**config.mk**
```make
export PLATFORM = sky130hd
export DESIGN_NAME = hdlc_rx_status
export DESIGN_NICKNAME = d
export VERILOG_FILES = /design/src/rtl/hdlc_rx_pkg.sv /design/src/rtl/hdlc_rx_bitproc.sv /design/src/rtl/hdlc_rx_fifo.sv /design/src/rtl/hdlc_rx_status_regs.sv /design/src/rtl/hdlc_rx_status.sv
export SDC_FILE = /design/constraint.sdc
export NUM_CORES = 1
export LEC_CHECK = 0
export BUFFER_PORTS_ARGS = -buffer_cell sky130_fd_sc_hd__buf_4
export CORE_UTILIZATION = 65
export CTS_BUF_LIST = sky130_fd_sc_hd__clkbuf_8
export CTS_CLUSTER_SIZE = 40
export DETAILED_ROUTE_END_ITERATION = 10
export PLACE_DENSITY = 0.82
export SETUP_SLACK_MARGIN = 0.1
export SLEW_MARGIN = 20
export SYNTH_ARGS = -nofsm -noshare
export SYNTH_HDL_FRONTEND = slang
export SYNTH_HIERARCHICAL = 1
export SYNTH_SLANG_ARGS = --single-unit
```
**constraint.sdc**
```tcl
create_clock -name clk -period 5.9 [get_ports clk]
set_clock_uncertainty 0.1 [all_clocks]
set_input_delay 0.59 -clock clk [delete_from_list [all_inputs] [get_ports clk]]
set_output_delay 0.59 -clock clk [all_outputs]
set_load 0.02 [all_outputs]
```
**src/rtl/hdlc_rx_pkg.sv**
```systemverilog
// Shared types and constants for the HDLC receive controller.
// Assumes CRC-16-CCITT in reflected form, with data entering LSB first.
package hdlc_rx_pkg;

    typedef enum logic [1:0] {
        RES_GOOD    = 2'd0,
        RES_CRC     = 2'd1,
        RES_OVERRUN = 2'd2,
        RES_ABORT   = 2'd3
    } rx_result_e;

    localparam logic [15:0] CRC_PRESET  = 16'hFFFF;
    localparam logic [15:0] CRC_RESIDUE = 16'hF0B8;
    localparam logic [15:0] CRC_POLY_R  = 16'h8408;

    // Advance the reflected CRC over one byte, LSB first.
    function automatic logic [15:0] crc_byte(input logic [15:0] c, input logic [7:0] d);
        logic [15:0] r;
        r = c;
        for (int k = 0; k < 8; k++) begin
            if (r[0] ^ d[k]) r = (r >> 1) ^ CRC_POLY_R;
            else             r = r >> 1;
        end
        return r;
    endfunction

endpackage

```
**src/rtl/hdlc_rx_bitproc.sv**
```systemverilog
// Bit processor: finds flags and aborts, removes stuffed zeros, assembles
// bytes, runs the CRC and judges each frame as it closes.
// Assumes bit_in is valid only when bit_en is high. Outputs are decoded
// combinationally from the current bit and the registered state.
module hdlc_rx_bitproc
    import hdlc_rx_pkg::*;
#(
    parameter int MIN_BYTES = 4
) (
    input  logic       clk,
    input  logic       rst_n,
    input  logic       bit_en,
    input  logic       bit_in,
    input  logic       fifo_full,
    output logic       wr_en,
    output logic [7:0] wr_data,
    output logic       ev_start,
    output logic       ev_end,
    output rx_result_e end_result,
    output logic       trim_fcs,
    output logic       drop_frame
);
    localparam int NBW = $clog2(MIN_BYTES + 1);
    localparam logic [NBW-1:0] NB_SAT = NBW'(MIN_BYTES);

    logic [2:0]     ones_q, ones_d;
    logic           in_frame_q, in_frame_d;
    logic [7:0]     sh_q, sh_d;
    logic [2:0]     bitcnt_q, bitcnt_d;
    logic [NBW-1:0] nbytes_q, nbytes_d;
    logic [15:0]    crc_q, crc_d;
    logic [7:0]     byte_next;

    // Next-state and event decode for one incoming line bit.
    always_comb begin
        ones_d     = ones_q;
        in_frame_d = in_frame_q;
        sh_d       = sh_q;
        bitcnt_d   = bitcnt_q;
        nbytes_d   = nbytes_q;
        crc_d      = crc_q;
        wr_en      = 1'b0;
        ev_start   = 1'b0;
        ev_end     = 1'b0;
        end_result = RES_GOOD;
        trim_fcs   = 1'b0;
        drop_frame = 1'b0;
        byte_next  = {bit_in, sh_q[7:1]};
        wr_data    = byte_next;
        if (bit_en) begin
            ones_d = bit_in ? ((ones_q == 3'd7) ? 3'd7 : ones_q + 3'd1) : 3'd0;
            if (!bit_in && ones_q == 3'd6) begin
                if (in_frame_q && nbytes_q != '0) begin
                    if (nbytes_q == NB_SAT && bitcnt_q == 3'd6) begin
                        ev_end     = 1'b1;
                        trim_fcs   = 1'b1;
                        end_result = (crc_q == CRC_RESIDUE) ? RES_GOOD : RES_CRC;
                    end else begin
                        drop_frame = 1'b1;
                    end
                end
                in_frame_d = 1'b1;
                bitcnt_d   = 3'd0;
                nbytes_d   = '0;
                crc_d      = CRC_PRESET;
            end else if (bit_in && ones_q == 3'd6) begin
                if (in_frame_q && nbytes_q != '0) begin
                    ev_end     = 1'b1;
                    end_result = RES_ABORT;
                end
                in_frame_d = 1'b0;
            end else if (ones_q < 3'd5 && in_frame_q) begin
                sh_d     = byte_next;
                bitcnt_d = bitcnt_q + 3'd1;
                if (bitcnt_q == 3'd7) begin
                    if (fifo_full) begin
                        ev_end     = 1'b1;
                        end_result = RES_OVERRUN;
                        in_frame_d = 1'b0;
                    end else begin
                        wr_en    = 1'b1;
                        crc_d    = crc_byte(crc_q, byte_next);
                        ev_start = (nbytes_q == '0);
                        if (nbytes_q != NB_SAT) nbytes_d = nbytes_q + NBW'(1);
                    end
                end
            end
        end
    end

    // State registers for the bit processor.
    always_ff @(posedge clk) begin
        if (!rst_n) begin
            ones_q     <= 3'd7;
            in_frame_q <= 1'b0;
            sh_q       <= '0;
            bitcnt_q   <= '0;
            nbytes_q   <= '0;
            crc_q      <= CRC_PRESET;
        end else begin
            ones_q     <= ones_d;
            in_frame_q <= in_frame_d;
            sh_q       <= sh_d;
            bitcnt_q   <= bitcnt_d;
            nbytes_q   <= nbytes_d;
            crc_q      <= crc_d;
        end
    end
endmodule

```
**src/rtl/hdlc_rx_fifo.sv**
```systemverilog
// Receive buffer with a commit pointer. Writes land beyond the commit
// point and become readable only on commit. A drop rewinds them, and a
// trimmed commit also removes the last two bytes (the check sequence).
// Assumes DEPTH is a power of two and that commit, drop and write never
// coincide.
module hdlc_rx_fifo #(
    parameter int DEPTH = 64,
    localparam int AW = $clog2(DEPTH),
    localparam int PW = AW + 1
) (
    input  logic          clk,
    input  logic          rst_n,
    input  logic          wr_en,
    input  logic [7:0]    wr_data,
    input  logic          commit,
    input  logic          trim,
    input  logic          drop,
    input  logic          rd_en,
    output logic [7:0]    rd_data,
    output logic          rd_valid,
    output logic          full,
    output logic [PW-1:0] level,
    output logic [PW-1:0] avail
);
    logic [7:0]    mem [DEPTH];
    logic [PW-1:0] wr_q, com_q, rd_q;
    logic          rd_fire;

    assign level    = wr_q - rd_q;
    assign avail    = com_q - rd_q;
    assign full     = (level == PW'(DEPTH));
    assign rd_valid = (avail != '0);
    assign rd_fire  = rd_en && rd_valid;
    assign rd_data  = mem[rd_q[AW-1:0]];

    // Byte storage write port.
    always_ff @(posedge clk) begin
        if (wr_en) mem[wr_q[AW-1:0]] <= wr_data;
    end

    // Read, write and commit pointer updates.
    always_ff @(posedge clk) begin
        if (!rst_n) begin
            wr_q  <= '0;
            com_q <= '0;
            rd_q  <= '0;
        end else begin
            if (rd_fire) rd_q <= rd_q + PW'(1);
            if (commit && trim) begin
                wr_q  <= wr_q - PW'(2);
                com_q <= wr_q - PW'(2);
            end else if (commit) begin
                com_q <= wr_q;
            end else if (drop) begin
                wr_q <= com_q;
            end else if (wr_en) begin
                wr_q <= wr_q + PW'(1);
            end
        end
    end
endmodule

```
**src/rtl/hdlc_rx_status_regs.sv**
```systemverilog
// Sticky status bits and the last packet result. A status read clears the
// bits. An event or a condition in the same cycle sets them again.
module hdlc_rx_status_regs
    import hdlc_rx_pkg::*;
#(
    parameter int LW   = 7,
    parameter int HALF = 32
) (
    input  logic          clk,
    input  logic          rst_n,
    input  logic          ev_start,
    input  logic          ev_end,
    input  rx_result_e    end_result,
    input  logic [LW-1:0] level,
    input  logic          status_rd,
    output logic          st_start,
    output logic          st_end,
    output logic          st_half,
    output logic [1:0]    result
);
    logic over_half;
    assign over_half = (level > LW'(HALF));

    // Sticky set/clear and result capture.
    always_ff @(posedge clk) begin
        if (!rst_n) begin
            st_start <= 1'b0;
            st_end   <= 1'b0;
            st_half  <= 1'b0;
            result   <= 2'd0;
        end else begin
            st_start <= ev_start  | (st_start & ~status_rd);
            st_end   <= ev_end    | (st_end   & ~status_rd);
            st_half  <= over_half | (st_half  & ~status_rd);
            if (ev_end) result <= end_result;
        end
    end
endmodule

```
**src/rtl/hdlc_rx_status.sv**
```systemverilog
// Top level of the HDLC receive controller. It connects the bit processor,
// the commit-pointer buffer and the status registers.
// Assumes one line bit per enabled cycle and single-cycle host pulses.
module hdlc_rx_status
    import hdlc_rx_pkg::*;
#(
    parameter int DEPTH     = 64,
    parameter int MIN_BYTES = 4,
    localparam int LW = $clog2(DEPTH) + 1
) (
    input  logic       clk,
    input  logic       rst_n,
    input  logic       rx_en,
    input  logic       rx_bit,
    input  logic       rd_en,
    output logic [7:0] rd_data,
    output logic       rd_valid,
    input  logic       status_rd,
    output logic       stat_start,
    output logic       stat_end,
    output logic       stat_half,
    output logic [1:0] end_code
);
    logic          wr_en, ev_start, ev_end, trim_fcs, drop_frame, fifo_full;
    logic [7:0]    wr_data;
    rx_result_e    end_result;
    logic [LW-1:0] fifo_level, fifo_avail;

    hdlc_rx_bitproc #(.MIN_BYTES(MIN_BYTES)) u_bitproc (
        .clk(clk), .rst_n(rst_n), .bit_en(rx_en), .bit_in(rx_bit),
        .fifo_full(fifo_full), .wr_en(wr_en), .wr_data(wr_data),
        .ev_start(ev_start), .ev_end(ev_end), .end_result(end_result),
        .trim_fcs(trim_fcs), .drop_frame(drop_frame)
    );

    hdlc_rx_fifo #(.DEPTH(DEPTH)) u_fifo (
        .clk(clk), .rst_n(rst_n), .wr_en(wr_en), .wr_data(wr_data),
        .commit(ev_end), .trim(trim_fcs), .drop(drop_frame), .rd_en(rd_en),
        .rd_data(rd_data), .rd_valid(rd_valid), .full(fifo_full),
        .level(fifo_level), .avail(fifo_avail)
    );

    hdlc_rx_status_regs #(.LW(LW), .HALF(DEPTH / 2)) u_status (
        .clk(clk), .rst_n(rst_n), .ev_start(ev_start), .ev_end(ev_end),
        .end_result(end_result), .level(fifo_level), .status_rd(status_rd),
        .st_start(stat_start), .st_end(stat_end), .st_half(stat_half),
        .result(end_code)
    );
endmodule

```
==> results of run 1 <==
==> Yosys cell counts (16+ instances only) <==
cell type,number,area (um2)
a21oi_1,18,90.1
a22oi_1,28,210
clkbuf_1,36,135
dfxtp_1,65,1300
edfxtp_1,512,15400
ha_1,26,325
inv_1,28,105
mux2i_1,72,721
mux4_2,130,2930
nand2_1,49,184
nand3_1,21,105
nor2_1,108,405
nor3_1,16,80.1
xnor2_1,26,228
==> registers in the layout, summed over array words and instances (netlist names), named ones only <==
register,count
u_bitproc/nbytes_q,3
u_status/st_end,1
u_bitproc/in_frame_q,1
u_bitproc/crc_q,16
u_fifo/mem,512
u_bitproc/bitcnt_q,3
u_fifo/wr_q,7
u_bitproc/sh_q,7
u_status/st_start,1
u_fifo/com_q,7
u_bitproc/ones_q,3
u_fifo/rd_q,7
u_status/st_half,1
u_status/result,2
==> report_power, final <==
group | internal [uW] | switching (uW) | total (uW)
combinational | 684 | 644 | 1330
clock | 1770 | 1530 | 3300
sequential | 4410 | 154 | 4560
==> metrics by stage <==
stage	setup WS, ps	instance area [um2]	power (uW)	utilization
floorplan	1640	24000	5650	-
global placement	1160	24600	5930	0.673
detailed placement	993	24600	5960	0.673
CTS	950	26300	9230	0.721
global route	634	26300	9510	0.721
finish	834	26300	9180	0.721
==> cell usage in the layout (no fill, tap or decap), types with 6 or more instances in the layout <==
master	n
edfxtp_1	512
mux4_2	130
nor2_1	108
clkbuf_8	93
mux2i_1	72
dfxtp_1	54
inv_1	52
nand2_1	49
buf_4	33
a22oi_1	28
ha_1	26
xnor2_1	25
nand3_1	21
a21oi_1	18
clkinv_2	16
nor3_1	16
clkinv_1	15
xor2_1	15
o21ai_0	14
nor2b_1	11
and4_1	10
a211oi_1	10
dfxtp_4	9
and3_1	8
nor3b_1	8
o311ai_1	8
bufinv_16	7
nand4_1	7
o21ai_1	7
clkinvlp_4	6
xnor2_2	6
a2bb2oi_2	6
==> kinds of logic after synthesis <==
family / after synthesis / synth area share
xor gates and xnor gates: 46 / 0.0183
DFF: 577 / 0.694
AOI/OAI and AO/OA: 134 / 0.0432
adders and majority gates: 28 / 0.0152
muxes: 202 / 0.152
buffers and inverters: 100 / 0.0188
and+or+nand+nor: 277 / 0.0581
==> worst max-delay path by stage <==
stage                             endpoint  slack [ps]  cells past startpoint
3_5_place_dp   u_fifo/mem[45][4]$_DFFE_PP_         990                     14
4_1_cts        u_fifo/mem[39][2]$_DFFE_PP_         950                     14
6_report        u_fifo/mem[8][7]$_DFFE_PP_         830                     15
3_3_place_gp   u_fifo/mem[58][3]$_DFFE_PP_        1160                     15
5_1_grt         u_fifo/mem[0][6]$_DFFE_PP_         630                     15
2_1_floorplan  u_fifo/wr_q[3]$_SDFFE_PN0P_        1640                     18
==> layer usage <==
layer	wire (um)	up-vias	global-route usage	share of wire
li1	-	5589	-	-
met1	20500	6575	0.413	0.38
met2	27000	790	0.482	0.49
met3	5550	96	0.0598	0.10
met4	1490	0	0.104	0.027
met5	0	-	0	0
==> worst min-delay path: stages <==
cell and delay (ps):
buf_4 80, nor2b_1 60, o21ai_0 160
==> cell type report <==
class                      instances  share of cell area
multi-input combinational        687               0.262
timing repair buffer              34              0.0102
tap                              468              0.0222
clock inverter                    68              0.0183
inverter                          29             0.00413
clock buffer                      93              0.0486
sequential                       577               0.635
==> metrics.log, run 1 <==
[metrics] drt via density: 6.67
[metrics] Post-synth top flop: edfxtp_1
[metrics] critical path's top delay family: simple AND/OR/NAND/NOR gates
[metrics] Final Max Tran Viols: 0
[metrics] layout net count: 1450
[metrics] number of post-CTS setup repair buffers: 0
[metrics] number of cells traversed by the worst register-to-register path: 15
[metrics] Remaining DRCs: 0
[metrics] area of the mapped netlist: 0.0240 mm2
[metrics] run status: completed
[metrics] Worst setup EP type: flip-flop
[metrics] total CTS buffers: 87
[metrics] Register-to-Register Setup Slack: 830 ps
[metrics] Max-Slew Margin vs Limit: 0.346
[metrics] setup repair after global routing missed its margin: no
[metrics] effective utilization at floorplan: 0.658
[metrics] antenna violation net count after detailed routing: 0
[metrics] WP data arrival: 5270 ps
[metrics] drt total wl: 54.5 mm
[metrics] proportion of layout cells with a drive suffix above 1: 0.223
[metrics] floorplan die area: 0.0377 mm2
[metrics] part of the Yosys area used for sequential elements: 0.694
[metrics] number of instances in the synthesized netlist: 1364
[metrics] clock tree from TritonCTS: built
[metrics] wire length of the first global-routing pass: 81.6 mm
[metrics] startpoint types: flip-flop
[metrics] peak clock frequency supported by timing: 197 MHz
[metrics] Static Leak: 0.00874 uW
[metrics] final hold violation count: 0
[metrics] Worst setup startpoint: u_fifo/wr_q[0]$_SDFFE_PN0P_
[metrics] number of max-cap violations: 0
[metrics] H-tree level count: 3
[metrics] HPWL reported at the end of detailed placement: 32.6 mm
[metrics] via total after detailed routing: 13100
[metrics] Post-synth EDFFs: 512
[metrics] Final GP Congestion: 0.890
[metrics] summed negative setup slack over all endpoints: 0 ps
[metrics] clock latency at the later pin of the worst-skew pair: 640 ps
[metrics] share of synthesized registers carrying an async set or reset: 0
[metrics] maximum fanout along the worst path: 17
[metrics] ratio of final minimum period to clock period: 0.859
[metrics] number of clock sinks seen by CTS: 577
[metrics] Peak VDD IR: 0.000281 V
[metrics] final std cells w/o fill: 1956
[metrics] count of yosys warnings during synthesis: 6
[metrics] quantity of gates resized following cts: 0
[metrics] vias in the first global route: 13100
[metrics] detail-routed net length per standard cell: 27.9 um
[metrics] area of the multi-input gates: 0.00690 mm2
[metrics] Cell Rows: 70
[metrics] synthesis-stage register bit count: 577
[metrics] Max clock buf depth: 3
[metrics] number of antenna violations at the first check in global routing: 0
[metrics] endpoint with the worst hold slack: u_bitproc/ones_q[2]$_SDFFE_PN1P_
[metrics] Synthesized Nets: 1398
[metrics] area overhead of the layout relative to synthesis: 9.65%
[metrics] horizontal extent of the die: 194 um
[metrics] total area of sequential cells: 0.0167 mm2
[metrics] height of the die: 194 um
[metrics] total iterations of the first detailed-routing run: 6
[metrics] clock tree root buffer cell: clkbuf_8
[metrics] drt initial violations: 1595
[metrics] crit-path cells: inv_1, ha_1, fa_1, nor2b_1, o21ai_0, a21boi_0, nor2_1, or4_1, nor3b_1, and4b_1, nand2_2, inv_2, nor2b_1, nand2_1, nor2_1
[metrics] r2r startpoint: u_fifo/wr_q[0]$_SDFFE_PN0P_
[metrics] slowest CP cell: nand2_1
[metrics] input/output buffers: 19
[metrics] critical path class: flip-flop to flip-flop
[metrics] R2R Path End: u_fifo/mem[8][7]$_DFFE_PP_
[metrics] Synth Area per Inst: 17.6 um2
[metrics] worst hold-check path type: input port to flip-flop
[metrics] startpoint of the lowest-slack hold path: rx_bit
[metrics] global-route total usage across every layer: 0.299
[metrics] buffers plus inverters on the worst setup path: 2
[metrics] clk slew on worst S/H paths: 60 ps
[metrics] aggregate global routing overflow: 0
[metrics] number of different library cells in the post-synthesis netlist: 78
[metrics] post-placement cell count: 1795
[metrics] Fillers: 2145
[metrics] # diodes: 0
[metrics] Slowest Stage Delay on Critical Path: 580 ps
[metrics] final critical path time including I/O delays and setup: 5070 ps
[metrics] pin count of the biggest net entering global routing: 74
[metrics] hold slack final: 193 ps
[metrics] hold-fix buffer count after cts: 0
[metrics] CP Data Required Time: 6100 ps
[metrics] Floorplan Core Area: 0.0365 mm2
[metrics] Final Setup Violations: 0
[metrics] Worst Max-Slew Pin Slew: 976 ps
[metrics] total I/O pin count: 20
[metrics] power density over the cells: 349 mW/mm2
[metrics] Cells on Worst Hold Path: 3
No activity file was read; power rests on OpenSTA's default activity.
==> run 2: changes to the inputs <==
--- a/config.mk
+++ b/config.mk
@@ -10,7 +10,7 @@
 export CTS_BUF_LIST = sky130_fd_sc_hd__clkbuf_8
 export CTS_CLUSTER_SIZE = 40
 export DETAILED_ROUTE_END_ITERATION = 10
-export PLACE_DENSITY = 0.82
+export PLACE_DENSITY_LB_ADDON = 0.2
 export SETUP_SLACK_MARGIN = 0.1
 export SLEW_MARGIN = 20
 export SYNTH_ARGS = -nofsm -noshare
==> run 2 against run 1 <==
Net effect: sequential power hardly changed; non-clock buffer count is 3 lower; power is 2.4% lower; worst setup slack worse by 14 ps; via count is 1.0% lower; first-iteration DRC count is 29% lower; largest cell class unchanged.
==> metrics.log, run 2 (synthesis gave the netlist of run 1 again) <==
[metrics] drt via density: 6.62 (-0.77%)
[metrics] number of flip-flops in the largest register: 512 (unchanged)
[metrics] global-route total usage across every layer: 0.286 (-0.0126)
[metrics] total I/O pin count: 20 (unchanged)
[metrics] peak clock frequency supported by timing: 197 MHz (-0.27%)
[metrics] fin area: 0.0262 mm2 (-0.49%)
[metrics] H-tree level count: 3 (unchanged)
[metrics] Worst Max-Slew Pin Slew: 1120 ps (+148 ps)
[metrics] quantity of gates resized following cts: 0 (unchanged)
[metrics] total CTS buffers: 87 (unchanged)
[metrics] final hold violation count: 0 (unchanged)
[metrics] hold-fix buffer count after cts: 0 (unchanged)
[metrics] input/output buffers: 19 (unchanged)
[metrics] number of max-cap violations: 0 (unchanged)
[metrics] clock tree root buffer cell: clkbuf_8
[metrics] clock tree from TritonCTS: built
[metrics] Peak VDD IR: 0.000295 V (+4.9%)
[metrics] Fillers: 2213 (+3.2%)
[metrics] Final GP Congestion: 0.924 (+3.8%)
[metrics] horizontal extent of the die: 194 um (unchanged)
[metrics] top library cells by usage in the layout, fill and taps aside: 512 x edfxtp_1, 130 x mux4_2, 108 x nor2_1, 95 x clkbuf_8, 72 x mux2i_1
[metrics] number of cells traversed by the worst register-to-register path: 15 (unchanged)
[metrics] number of antenna violations at the first check in global routing: 0 (unchanged)
[metrics] startpoint of the lowest-slack hold path: status_rd
[metrics] run status: completed
[metrics] summed negative setup slack over all endpoints: 0 ps (unchanged)
[metrics] setup repair after global routing missed its margin: no
[metrics] proportion of layout cells with a drive suffix above 1: 0.220 (-0.00329)
[metrics] floorplan die area: 0.0377 mm2 (unchanged)
[metrics] clock latency at the later pin of the worst-skew pair: 620 ps (-20 ps)
[metrics] r2r startpoint: u_fifo/wr_q[0]$_SDFFE_PN0P_
[metrics] # diodes: 0 (unchanged)
[metrics] detail-routed net length per standard cell: 26.8 um (-3.9%)
[metrics] aggregate global routing overflow: 0 (unchanged)
[metrics] Register-to-Register Setup Slack: 820 ps (about the same)
[metrics] final critical path time including I/O delays and setup: 5080 ps (+13.6 ps)
[metrics] worst hold-check path type: input port to flip-flop
[metrics] Worst setup startpoint: u_fifo/wr_q[0]$_SDFFE_PN0P_
[metrics] clk slew on worst S/H paths: 60 ps (about the same)
[metrics] startpoint types: flip-flop
[metrics] drt initial violations: 1139 (-29%)
[metrics] via total after detailed routing: 12900 (-1.0%)
[metrics] wire length of the first global-routing pass: 79.2 mm (-2.9%)
[metrics] CP Data Required Time: 6100 ps (about the same)
[metrics] drt total wl: 52.2 mm (-4.2%)
[metrics] WP data arrival: 5280 ps (about the same)
[metrics] area of placed instances: 0.0246 mm2 (about the same)
[metrics] Final Max Tran Viols: 0 (unchanged)
[metrics] height of the die: 194 um (unchanged)
[metrics] R2R Path End: u_fifo/mem[20][0]$_DFFE_PP_
[metrics] critical path class: flip-flop to flip-flop
[metrics] Floorplan Core Area: 0.0365 mm2 (unchanged)
[metrics] end point of the critical path: u_fifo/mem[20][0]$_DFFE_PP_
[metrics] Max-Slew Margin vs Limit: 0.249 (-0.0968)
[metrics] total iterations of the first detailed-routing run: 5 (-1)
[metrics] area overhead of the layout relative to synthesis: 9.11%
[metrics] Worst setup EP type: flip-flop
[metrics] maximum fanout along the worst path: 17 (unchanged)
[metrics] layout net count: 1447 (-0.21%)
[metrics] effective utilization at floorplan: 0.658 (unchanged)
[metrics] antenna violation net count after detailed routing: 0 (unchanged)
[metrics] pin count of the biggest net entering global routing: 75 (+1.4%)
[metrics] Remaining DRCs: 0 (unchanged)
[metrics] number of clock sinks seen by CTS: 577 (unchanged)
[metrics] ratio of final minimum period to clock period: 0.861 (+0.00231)
[metrics] power density over the cells: 342 mW/mm2 (-1.9%)
[metrics] number of post-CTS setup repair buffers: 0 (unchanged)
[metrics] commonest non-fill, non-tap cell in the layout: edfxtp_1
[metrics] Static Leak: 0.00869 uW (-0.63%)
[metrics] Cell Rows: 70 (unchanged)
[metrics] vias in the first global route: 12800 (-2.2%)
[metrics] Final Setup Violations: 0 (unchanged)
[metrics] Max clock buf depth: 3 (unchanged)
[metrics] HPWL reported at the end of detailed placement: 31.6 mm (-3.0%)
==> run 2: changes by cell type in the layout (fill, tap and decap cells not counted), moves of 2 or more <==
cell and change:
bufinv_16 -5, clkinvlp_4 -2, buf_4 -4, clkbuf_8 +2
==> run 2: metrics by stage <==
stage               std cells   util  setup slack, ps  power [uW]  hold slack (ps)
detailed placement       1792  0.672              994        5980              394
global placement         1792  0.672             1080        5960              385
global route             1951  0.717              512        9290              188
CTS                      1951  0.717              929        9030              165
floorplan                1364      -             1640        5650              360
finish                   1951  0.717              821        8960              215
==> run 2: worst min-delay path by stage <==
stage                                                    end  slack (ps)  cells after the start
after floorplan                  u_fifo/wr_q[0]$_SDFFE_PN0P_         360                      2
after global placement    u_bitproc/nbytes_q[1]$_SDFFE_PN0P_         380                      2
after detailed placement  u_bitproc/nbytes_q[1]$_SDFFE_PN0P_         390                      2
after CTS                   u_bitproc/ones_q[0]$_SDFFE_PN1P_         160                      2
after global routing        u_bitproc/ones_q[0]$_SDFFE_PN1P_         190                      2
final                             u_status/st_end$_SDFF_PN0_         220                      4
==> run 2: layout make-up <==
type | instances | area, um2 | area share
clock buffer | 95 | 1310 | 0.0499
sequential | 577 | 16700 | 0.638
clock inverter | 64 | 334 | 0.0128
inverter | 29 | 109 | 0.00415
multi-input combinational | 687 | 6900 | 0.263
timing repair buffer | 31 | 258 | 0.00984
tap | 468 | 586 | 0.0223
==> run 2: critical path: stages, from the launching register on <==
cell and delay (ps):
dfxtp_1 590, inv_1 90, ha_1 240, fa_1 400, nor2b_1 120, o21ai_0 100, a21boi_0 360, nor2_1 120
or4_1 570, nor3b_1 380, and4b_1 270, nand2_2 170, inv_2 170, nor2b_1 210, nand2_1 500, nor2_1 350
==> run 2: report_power, final <==
group / total [uW] / switching (uW) / internal [uW] / leakage (uW)
Clock: 3070 / 1490 / 1580 / 0.000940
Combinational: 1320 / 631 / 689 / 0.00211
Sequential: 4570 / 167 / 4410 / 0.00564
Total: 8960 / 2290 / 6670 / 0.00869
==> run 2: routing by layer <==
layer  routed length, um  vias to the layer above  track usage  part of all wire
met4                1400                        0       0.0999             0.027
met3                5420                       85       0.0748              0.10
met5                   0                        -            0                 0
met1               20400                     6514        0.397              0.39
met2               25000                      732        0.446              0.48
li1                    -                     5585            -                 -
==> run 3: changes to the inputs <==
--- a/config.mk
+++ b/config.mk
@@ -6,10 +6,12 @@
 export NUM_CORES = 1
 export LEC_CHECK = 0
 export BUFFER_PORTS_ARGS = -buffer_cell sky130_fd_sc_hd__buf_4
+export CORE_ASPECT_RATIO = 0.8
 export CORE_UTILIZATION = 65
 export CTS_BUF_LIST = sky130_fd_sc_hd__clkbuf_8
 export CTS_CLUSTER_SIZE = 40
 export DETAILED_ROUTE_END_ITERATION = 10
+export GPL_TIMING_DRIVEN = 1
 export PLACE_DENSITY_LB_ADDON = 0.2
 export SETUP_SLACK_MARGIN = 0.1
 export SLEW_MARGIN = 20
==> run 3 against run 2 <==
Net effect: combinational power barely moved; first-iteration DRC count grew 57%; register-to-register slack got worse by 60 ps; maximum frequency decreased by 1.1%; utilization increased by 1.1 points; clock-buffer cell count decreased by 10; design area rose by 0.46%; non-clock buffer count up 1; global-route usage rose by 1.4 points; via count increased by 1.2%; final cell count up 0.15%.
==> metrics.log, run 3 (synthesis gave the netlist of run 1 again) <==
[metrics] height of the die: 174 um (-10%)
[metrics] sequential power share: 0.495 (-0.015)
[metrics] drt via density: 6.69 (+1.1%)
[metrics] crit-path cells: inv_1, ha_1, fa_1, nor2b_1, o21ai_0, a21boi_0, nor2_1, or4_1, nor3b_1, and4b_1, nand2_2, inv_2, nor2b_1, nand2_1, nor2_1
[metrics] input/output buffers: 19 (unchanged)
[metrics] routed metal-1 wire length: 22.5 mm (+11%)
[metrics] Slowest Stage Delay on Critical Path: 590 ps (about the same)
[metrics] antenna violation net count after detailed routing: 0 (unchanged)
[metrics] area overhead of the layout relative to synthesis: 9.61%
[metrics] maximum fanout along the worst path: 17 (unchanged)
[metrics] Final Setup Violations: 0 (unchanged)
[metrics] startpoint types: flip-flop
[metrics] aggregate global routing overflow: 0 (unchanged)
[metrics] detail-routed net length per standard cell: 27.9 um (+4.4%)
[metrics] slowest CP cell: dfxtp_1
[metrics] area of placed instances: 0.0246 mm2 (about the same)
[metrics] pin count of the biggest net entering global routing: 75 (unchanged)
[metrics] Cell Rows: 62 (-11%)
[metrics] effective utilization at floorplan: 0.664 (+0.00678)
[metrics] r2r startpoint: u_fifo/wr_q[0]$_SDFFE_PN0P_
[metrics] WP data arrival: 5340 ps (+60 ps)
[metrics] Final GP Congestion: 0.916 (-0.96%)
[metrics] number of post-CTS setup repair buffers: 0 (unchanged)
[metrics] Max-Slew Margin vs Limit: 0.330 (+0.0812)
[metrics] # diodes: 0 (unchanged)
[metrics] startpoint of the lowest-slack hold path: status_rd
[metrics] R2R Path End: u_fifo/mem[48][0]$_DFFE_PP_
[metrics] Max clock buf depth: 3 (unchanged)
[metrics] drt total wl: 54.6 mm (+4.6%)
[metrics] power share of the clock group: 0.361 (+0.019)
[metrics] max layer used: met5
[metrics] critical path class: flip-flop to flip-flop
[metrics] CP Data Required Time: 6110 ps (about the same)
[metrics] run status: completed
[metrics] clock tree from TritonCTS: built
[metrics] proportion of layout cells with a drive suffix above 1: 0.221 (+0.00134)
[metrics] number of max-cap violations: 0 (unchanged)
[metrics] fin area: 0.0263 mm2 (+0.46%)
[metrics] peak clock frequency supported by timing: 195 MHz (-1.1%)
[metrics] Peak VDD IR: 0.000247 V (-16%)
[metrics] hold slack final: 202 ps (-13.5 ps)
[metrics] Worst setup startpoint: u_fifo/wr_q[0]$_SDFFE_PN0P_
[metrics] quantity of gates resized following cts: 0 (unchanged)
[metrics] global-route total usage across every layer: 0.300 (+0.0141)
[metrics] hold-fix buffer count after cts: 0 (unchanged)
[metrics] total I/O pin count: 20 (unchanged)
[metrics] power density over the cells: 350 mW/mm2 (+2.2%)
[metrics] commonest non-fill, non-tap cell in the layout: edfxtp_1
[metrics] end point of the critical path: u_fifo/mem[48][0]$_DFFE_PP_
[metrics] Register-to-Register Setup Slack: 760 ps (-60 ps)
[metrics] HPWL reported at the end of detailed placement: 33.0 mm (+4.4%)
[metrics] met3 wire length: 6.45 mm (+19%)
[metrics] H-tree level count: 3 (unchanged)
[metrics] vias in the first global route: 12700 (-1.3%)
[metrics] layout net count: 1444 (-0.21%)
[metrics] clock tree root buffer cell: clkbuf_8
[metrics] slack of the critical path: 764 ps (-57.1 ps)
[metrics] Static Leak: 0.00868 uW (about the same)
[metrics] number of cells traversed by the worst register-to-register path: 15 (unchanged)
[metrics] top library cells by usage in the layout, fill and taps aside: 512 x edfxtp_1, 130 x mux4_2, 108 x nor2_1, 85 x clkbuf_8, 72 x mux2i_1
[metrics] total CTS buffers: 83 (-4.6%)
[metrics] number of flip-flops in the largest register: 512 (unchanged)
[metrics] number of antenna violations at the first check in global routing: 2 (+2)
[metrics] wire length of the first global-routing pass: 81.2 mm (+2.4%)
[metrics] setup repair after global routing missed its margin: no
[metrics] Worst setup EP type: flip-flop
[metrics] via total after detailed routing: 13100 (+1.2%)
[metrics] wire length on met2: 24.4 mm (-2.6%)
[metrics] Final Max Tran Viols: 0 (unchanged)
[metrics] total iterations of the first detailed-routing run: 6 (+1)
[metrics] Fillers: 2182 (-1.4%)
[metrics] switching component of the power: 2310 uW (+0.71%)
[metrics] ratio of final minimum period to clock period: 0.871 (+0.00968)
[metrics] clk slew on worst S/H paths: 70 ps (about the same)
[metrics] horizontal extent of the die: 217 um (+12%)
[metrics] Floorplan Core Area: 0.0361 mm2 (-1.0%)
[metrics] Remaining DRCs: 0 (unchanged)
[metrics] Worst Max-Slew Pin Slew: 1000 ps (-122 ps)
[metrics] clock latency at the later pin of the worst-skew pair: 630 ps (about the same)
[metrics] Worst Setup Slack post-DPL: 914 ps (-80.3 ps)
[metrics] number of clock sinks seen by CTS: 577 (unchanged)
[metrics] combinational share of power: 0.144 (-0.003)
[metrics] summed negative setup slack over all endpoints: 0 ps (unchanged)
[metrics] floorplan die area: 0.0377 mm2 (about the same)
[metrics] Internal Dissipation: 6900 uW (+3.4%)
[metrics] final critical path time including I/O delays and setup: 5140 ps (+57.1 ps)
[metrics] worst hold-check path type: input port to flip-flop
[metrics] drt initial violations: 1789 (+57%)
[metrics] switching share of power: 0.251 (-0.00489)
[metrics] final hold violation count: 0 (unchanged)
## run 3: cell count changes in the layout (fill, tap and decap cells not counted)
cell	delta
inv_1	-11
clkbuf_8	-10
bufinv_16	+8
clkinv_2	-7
clkinv_4	+3
inv_8	+3
buf_4	+2
clkinv_1	+2
buf_12	-1
clkinvlp_4	+1
inv_6	+1
## run 3: how the worst min path moves through the flow
stage,end,slack (ps),cells after the start
after floorplan,u_fifo/wr_q[0]$_SDFFE_PN0P_,360,2
after global placement,u_bitproc/nbytes_q[1]$_SDFFE_PN0P_,390,2
after detailed placement,u_fifo/wr_q[0]$_SDFFE_PN0P_,380,2
after CTS,u_status/st_start$_SDFF_PN0_,170,4
after global routing,u_status/st_end$_SDFF_PN0_,200,4
final,u_status/st_start$_SDFF_PN0_,200,4
## run 3: metal layers
layer  vias up  GRT usage
met5         -          0
met4         2     0.0898
met3        96     0.0955
met2       792      0.422
met1      6618      0.455
li1       5564          -
## run 3: area by class of cell
cell class                 count  area, um2  area share
multi-input combinational    687       6900       0.262
inverter                      29        109     0.00414
sequential                   577      16700       0.635
timing repair buffer          32        253     0.00960
clock buffer                  85       1170      0.0444
tap                          480        601      0.0228
clock inverter                64        582      0.0221
## run 3: power by group through the flow
stage / registers [uW] / clock network, uW / logic, uW
floorplan: 4510 / 0 / 1140
global placement: 4640 / 0 / 1300
detailed placement: 4640 / 0 / 1320
CTS: 4560 / 3370 / 1320
global route: 4570 / 3540 / 1410
finish: 4550 / 3330 / 1320
## run 3: worst max-delay path: cells and delay by family (launching register included)
family | cells | cell delay, ps
buf+inv | 2 | 290
compound gates | 2 | 400
flops | 1 | 590
simple gates | 9 | 2780
fa+ha+maj | 2 | 640
## run 3: through the flow
stage	instances	total power [uW]	util
after global placement	1805	5950	0.680
after detailed placement	1805	5960	0.680
after floorplan	1364	5650	-
after CTS	1954	9250	0.728
final	1954	9200	0.728
after global routing	1954	9520	0.728
